[src/rtl/pcm_port_pkg.sv]
package pcm_port_pkg;

  typedef enum logic [1:0] {
    RATE_1536   = 2'd0,
    RATE_1544   = 2'd1,
    RATE_2048   = 2'd2,
    RATE_2048_B = 2'd3
  } clk_rate_e;

  function automatic int unsigned max3(input int unsigned a, input int unsigned b,
                                       input int unsigned c);
    int unsigned m;
    m = (a > b) ? a : b;
    return (m > c) ? m : c;
  endfunction

endpackage

[src/rtl/pcm_tx_framer.sv]
module pcm_tx_framer #(
  parameter int W = 8
) (
  input  logic         clk,
  input  logic         rst,
  input  logic         fixed_mode,
  input  logic         dclk,
  input  logic         fs,
  input  logic [W-1:0] sample,
  output logic         sd,
  output logic         oe
);
  localparam int CNT_W = $clog2(W + 1);

  logic             dclk_q, fs_q;
  logic [CNT_W-1:0] cnt;
  logic [W-2:0]     shreg;
  logic             dclk_rise, fs_rise;

  assign dclk_rise = dclk & ~dclk_q;
  assign fs_rise   = fs & ~fs_q;

  always_ff @(posedge clk) begin
    if (rst) begin
      dclk_q <= 1'b0;
      fs_q   <= 1'b0;
      cnt    <= '0;
      shreg  <= '0;
      sd     <= 1'b0;
      oe     <= 1'b0;
    end else begin
      dclk_q <= dclk;
      fs_q   <= fs;
      if (fixed_mode) begin
        // master clock is the bit clock; sync rising edge opens the slot
        if (fs_rise) begin
          sd    <= sample[W-1];
          shreg <= sample[W-2:0];
          oe    <= 1'b1;
          cnt   <= CNT_W'(1);
        end else if (cnt != '0) begin
          if (cnt == CNT_W'(W)) begin
            oe  <= 1'b0;
            sd  <= 1'b0;
            cnt <= '0;
          end else begin
            sd    <= shreg[W-2];
            shreg <= {shreg[W-3:0], 1'b0};
            cnt   <= cnt + 1'b1;
          end
        end
      end else begin
        // slot enable gates every shift
        if (!fs) begin
          oe  <= 1'b0;
          sd  <= 1'b0;
          cnt <= '0;
        end else if (dclk_rise) begin
          if (cnt == '0) begin
            sd    <= sample[W-1];
            shreg <= sample[W-2:0];
            oe    <= 1'b1;
            cnt   <= CNT_W'(1);
          end else if (cnt == CNT_W'(W)) begin
            oe <= 1'b0;
            sd <= 1'b0;
          end else begin
            sd    <= shreg[W-2];
            shreg <= {shreg[W-3:0], 1'b0};
            cnt   <= cnt + 1'b1;
          end
        end
      end
    end
  end

endmodule

[src/rtl/pcm_rx_framer.sv]
module pcm_rx_framer #(
  parameter int W = 8
) (
  input  logic         clk,
  input  logic         rst,
  input  logic         fixed_mode,
  input  logic         dclk,
  input  logic         fs,
  input  logic         sd,
  output logic [W-1:0] data,
  output logic         valid,
  output logic         sig
);
  localparam int CNT_W = $clog2(W + 1);

  logic             dclk_q, fs_q;
  logic             busy, sig_pend;
  logic [CNT_W-1:0] cnt;
  logic [W-2:0]     acc;
  logic             dclk_fall, fs_rise;

  assign dclk_fall = ~dclk & dclk_q;
  assign fs_rise   = fs & ~fs_q;

  always_ff @(posedge clk) begin
    if (rst) begin
      dclk_q   <= 1'b0;
      fs_q     <= 1'b0;
      busy     <= 1'b0;
      sig_pend <= 1'b0;
      cnt      <= '0;
      acc      <= '0;
      data     <= '0;
      valid    <= 1'b0;
      sig      <= 1'b0;
    end else begin
      dclk_q <= dclk;
      fs_q   <= fs;
      valid  <= 1'b0;
      if (fixed_mode) begin
        if (fs_rise) begin
          busy <= 1'b1;
          cnt  <= '0;
        end else if (busy) begin
          acc <= {acc[W-3:0], sd};
          cnt <= cnt + 1'b1;
          // sync still high one clock after its rise: signaling frame
          if (cnt == '0) sig_pend <= fs;
          if (cnt == CNT_W'(W - 1)) begin
            busy  <= 1'b0;
            valid <= 1'b1;
            data  <= {acc, sd};
            sig   <= sig_pend;
          end
        end
      end else begin
        busy <= 1'b0;
        if (!fs) begin
          cnt <= '0;
        end else if (dclk_fall && cnt != CNT_W'(W)) begin
          acc <= {acc[W-3:0], sd};
          cnt <= cnt + 1'b1;
          if (cnt == CNT_W'(W - 1)) begin
            valid <= 1'b1;
            data  <= {acc, sd};
            sig   <= 1'b0;
          end
        end
      end
    end
  end

endmodule

[src/rtl/pcm_standby_timer.sv]
module pcm_standby_timer #(
  parameter int CW = 20
) (
  input  logic          clk,
  input  logic          rst,
  input  logic          fs,
  input  logic [CW-1:0] limit,
  output logic          standby
);
  logic [CW-1:0] cnt;

  always_ff @(posedge clk) begin
    if (rst) begin
      cnt     <= '0;
      standby <= 1'b0;
    end else if (fs) begin
      cnt     <= '0;
      standby <= 1'b0;
    end else if (!standby) begin
      if (cnt == limit - 1'b1) standby <= 1'b1;
      else                     cnt     <= cnt + 1'b1;
    end
  end

endmodule

[src/rtl/pcm_voice_port.sv]
module pcm_voice_port
  import pcm_port_pkg::*;
#(
  parameter int W         = 8,
  parameter int LIM_1536  = 460800,
  parameter int LIM_1544  = 463200,
  parameter int LIM_2048  = 614400
) (
  input  logic         clk,
  input  logic         rst,
  input  logic         fixed_mode,
  input  logic [1:0]   clk_sel,
  input  logic         tx_dclk,
  input  logic         rx_dclk,
  input  logic         tx_fs,
  input  logic         rx_fs,
  input  logic [W-1:0] tx_sample,
  input  logic         rx_sd,
  output logic         tx_sd,
  output logic         tx_oe,
  output logic [W-1:0] rx_sample,
  output logic         rx_valid,
  output logic         rx_sig,
  output logic         tx_standby,
  output logic         rx_standby
);
  localparam int unsigned LIM_MAX = max3(LIM_1536, LIM_1544, LIM_2048);
  localparam int CW = $clog2(LIM_MAX + 1);

  clk_rate_e     rate;
  logic [CW-1:0] limit;

  assign rate = clk_rate_e'(clk_sel);

  always_comb begin
    case (rate)
      RATE_1536: limit = CW'(LIM_1536);
      RATE_1544: limit = CW'(LIM_1544);
      default:   limit = CW'(LIM_2048);
    endcase
  end

  pcm_tx_framer #(.W(W)) u_tx (
    .clk(clk), .rst(rst), .fixed_mode(fixed_mode), .dclk(tx_dclk), .fs(tx_fs),
    .sample(tx_sample), .sd(tx_sd), .oe(tx_oe)
  );

  pcm_rx_framer #(.W(W)) u_rx (
    .clk(clk), .rst(rst), .fixed_mode(fixed_mode), .dclk(rx_dclk), .fs(rx_fs),
    .sd(rx_sd), .data(rx_sample), .valid(rx_valid), .sig(rx_sig)
  );

  pcm_standby_timer #(.CW(CW)) u_tx_stby (
    .clk(clk), .rst(rst), .fs(tx_fs), .limit(limit), .standby(tx_standby)
  );

  pcm_standby_timer #(.CW(CW)) u_rx_stby (
    .clk(clk), .rst(rst), .fs(rx_fs), .limit(limit), .standby(rx_standby)
  );

endmodule

[config.mk]
export PLATFORM = sky130hd
export DESIGN_NAME = pcm_voice_port
export DESIGN_NICKNAME = d
export VERILOG_FILES = /design/src/rtl/pcm_port_pkg.sv /design/src/rtl/pcm_tx_framer.sv /design/src/rtl/pcm_rx_framer.sv /design/src/rtl/pcm_standby_timer.sv /design/src/rtl/pcm_voice_port.sv
export SDC_FILE = /design/constraint.sdc
export NUM_CORES = 1
export LEC_CHECK = 0
export BUFFER_PORTS_ARGS = -buffer_cell sky130_fd_sc_hd__clkbuf_2
export CORE_ASPECT_RATIO = 0.7
export CORE_MARGIN = 1.5
export CORE_UTILIZATION = 35
export DETAILED_ROUTE_END_ITERATION = 12
export HOLD_SLACK_MARGIN = 0.15
export SETUP_SLACK_MARGIN = 0.02
export SYNTH_ARGS = -nofsm -noshare
export SYNTH_HDL_FRONTEND = slang
export SYNTH_SLANG_ARGS = --single-unit
export TNS_END_PERCENT = 10
[constraint.sdc]
create_clock -name clk -period 3.2 [get_ports clk]
set_input_delay 0.32 -clock clk [delete_from_list [all_inputs] [get_ports clk]]
set_output_delay 0.32 -clock clk [all_outputs]
set_load 0.01 [all_outputs]
==> flow_metrics.env <==
export IMPL_status="completed"
export IMPL_gr_total_overflow=0
export IMPL_cap_violations=0
export IMPL_p_sw_mw=0.542
export IMPL_timing_fmax_mhz=392
export IMPL_grt_pass1_vias=3119
export IMPL_mostFrequentLayoutCells="82 x nor2_1, 82 x dfxtp_1, 31 x clkbuf_2"
export IMPL_cts_tree="yes"
export IMPL_setup_viol=0
export IMPL_p_per_area_nw_per_um2=474
export IMPL_start_util=0.365
export IMPL_synth_edf_count=0
export IMPL_grt_max_degree=31
export IMPL_ant_nets=0
export IMPL_via_per_inst=5.06
export IMPL_ys_seq_elements=82
export IMPL_wire_per_inst_um=12.6
export IMPL_yosysUniqueCellTypes=52
export IMPL_ys_seq_area_frac=0.402
export IMPL_relSlewSlack=0.571
export IMPL_hold_buffers=0
export IMPL_antenna_cells=0
export IMPL_skew_ns=0.00417
export IMPL_num_vias=3395
export IMPL_fin_total_pwr_mw=2.21
export IMPL_cp_required_ns=3.46
export IMPL_drt_initial_drc_count=202
export IMPL_pin_count=32
export IMPL_worstHoldStart="tx_dclk"
export IMPL_area_growth_pct=13.8
export IMPL_htree_num_levels=3
export IMPL_cts_resized=0
export IMPL_cts_setup_buffers=0
export IMPL_dp_hpwl_mm=6.16
export IMPL_fp_dieW_um=132
export IMPL_path_class="input port to register"
export IMPL_grt_pass1_wl_mm=14.8
export IMPL_finalWeightedCongestion=0.825
export IMPL_ff2ff_setup_slack_ns=0.97
export IMPL_synth_area_per_cell_sq_um=8.38
export IMPL_drc=0
export IMPL_cp_arrival_ns=2.81
export IMPL_period_share=0.798
export IMPL_worst_skew_pair_late_latency_ns=0.33
export IMPL_num_rows=32
export IMPL_wl_mm=8.49
export IMPL_end_kind="register"
export IMPL_die_height_um=93.4
export IMPL_startpoint_type="input port"
export IMPL_synth_ff_type="dfxtp_1"
export IMPL_power_frac_clock=0.435
export IMPL_cts_buffers=9
export IMPL_yosysWarnings=0
export IMPL_clock_path_buffers=2
export IMPL_ctsRootBufferMaster="clkbuf_16"
export IMPL_r2r_start="u_tx.cnt[0]"
export IMPL_path_max_fanout=12
export IMPL_clk_pin_slew_worst_paths_ns=0.06
export IMPL_drive_above_1_share=0.116
export IMPL_post_route_min_period_ns=2.55
export IMPL_nets=540
export IMPL_cp_startpoint="clk_sel[1]"
export IMPL_p_sw_frac=0.246
export IMPL_max_stage_delay_ns=0.46
export IMPL_rsz0062_at_grt="no"
export IMPL_path_cells="clkbuf_2, and2b_1, inv_1, ha_1, inv_1, ha_1, xor2_1, nand2_1, a2111oi_4, a21oi_2, a21o_1, a21oi_1"
export IMPL_leakage_nw=1.74
export IMPL_tightest_slew_ns=0.634
export IMPL_cts_num_sinks=82
export IMPL_critical_path_slowest_cell="a2111oi_4"
export IMPL_synthCells=488
export IMPL_synth_area_sq_um=4090
export IMPL_p_comb_frac=0.085
export IMPL_drtPass1Iterations=4
export IMPL_antenna_found_initial=0
export IMPL_syn_num_nets=515
export IMPL_peakVddDrop_mv=0.287
export IMPL_port_buffers=31
export IMPL_p_int_mw=1.66
export IMPL_p_seq_frac=0.480
export IMPL_hold_class="input port to register"
export IMPL_core_area_sq_um=11200
export IMPL_hold_violations=0
export IMPL_final_setup_tns_ns=0
export IMPL_slew_violations=0
export IMPL_die_area_sq_um=12300
export IMPL_async_reset_ff_frac=0
export IMPL_grt_usage=0.148
## power groups by stage
stage,sequential [mW],clock [mW],combinational (mW)
floorplan,1.08,0,0.141
global placement,1.08,0,0.183
detailed placement,1.08,0,0.187
CTS,1.06,0.986,0.188
global route,1.06,1.03,0.216
finish,1.06,0.960,0.187
## state kept, by name (all words and copies together), names as in the netlist, 4 cells and up
| register | flops |
|---|---|
| u_rx.acc | 7 |
| u_rx.cnt | 4 |
| u_rx.data | 8 |
| u_rx_stby.cnt | 20 |
| u_tx.cnt | 4 |
| u_tx.shreg | 7 |
| u_tx_stby.cnt | 20 |
## synthesized netlist by cell type (4+ instances only)
cell      number  area (sq um)
nand2b_1       4          25.0
o21ai_0       14          70.1
a221oi_1       5          43.8
nand3b_1       7          52.6
buf_2          4          20.0
a211oi_1       5          37.5
dfxtp_1       82          1640
a21oi_1       25           125
inv_1         17          63.8
nand3_1       29           145
mux2i_1       16           160
xnor2_1       19           166
clkbuf_1      13          48.8
nor2_1        82           308
or2_2          4          25.0
nor2b_1       13          81.3
nand2_1       25          93.8
nor3_1        16          80.1
and3_1        10          62.6
ha_1           9           113
nand4_1       13          81.3
xor2_1        25           219
## layout make-up
type	instances	area, sq um
clock buffers	10	239
clock inverters	6	41.3
fillers	1151	6560
inverters	17	63.8
multi-input cells	368	2290
flip-flops and latches	82	1640
well taps	153	191
repair buffers	35	185
## worst max-delay path, delay by kind of cell
kind | cells | cell delay [ns]
AO/OA/AOI/OAI | 4 | 1.07
AND/OR/NAND/NOR | 2 | 0.32
buffers and inverters | 3 | 0.36
adder cells (fa/ha/maj) | 2 | 0.60
XOR/XNOR | 1 | 0.15
## per-stage QoR
step	hold WS, ns	cell area, sq um	setup slack [ns]	util	instances
global placement	0.449	4370	0.428	0.390	655
floorplan	0.442	4090	0.730	-	488
detailed placement	0.456	4370	0.312	0.390	655
CTS	0.218	4650	0.652	0.415	671
global route	0.228	4650	0.401	0.415	671
finish	0.231	4650	0.648	0.415	671
## kinds of logic after synthesis
logic type	count (synthesis)	synth area share
adders and majority gates	9	0.0275
and+or+nand+nor	225	0.278
AOI/OAI and AO/OA	74	0.122
DFF	82	0.402
buffers and inverters	38	0.0380
muxes	16	0.0392
xor gates and xnor gates	44	0.0943
## per-layer routing
layer | track usage | vias up | part of all wire
met4 | 0.0565 | 0 | 0.013
met3 | 0.0439 | 11 | 0.048
met1 | 0.211 | 1561 | 0.54
li1 | - | 1754 | -
met2 | 0.207 | 69 | 0.40
met5 | 0 | - | 0
## worst paths after layout
check	endpoint	cells after the start
worst max-delay path	u_rx_stby.cnt[10]	12
worst min-delay path	u_tx.dclk_q	2
worst max register to register	u_tx.shreg[0]	7
worst min register to register	u_tx.shreg[5]	2
(Power assumes the default switching activity.)
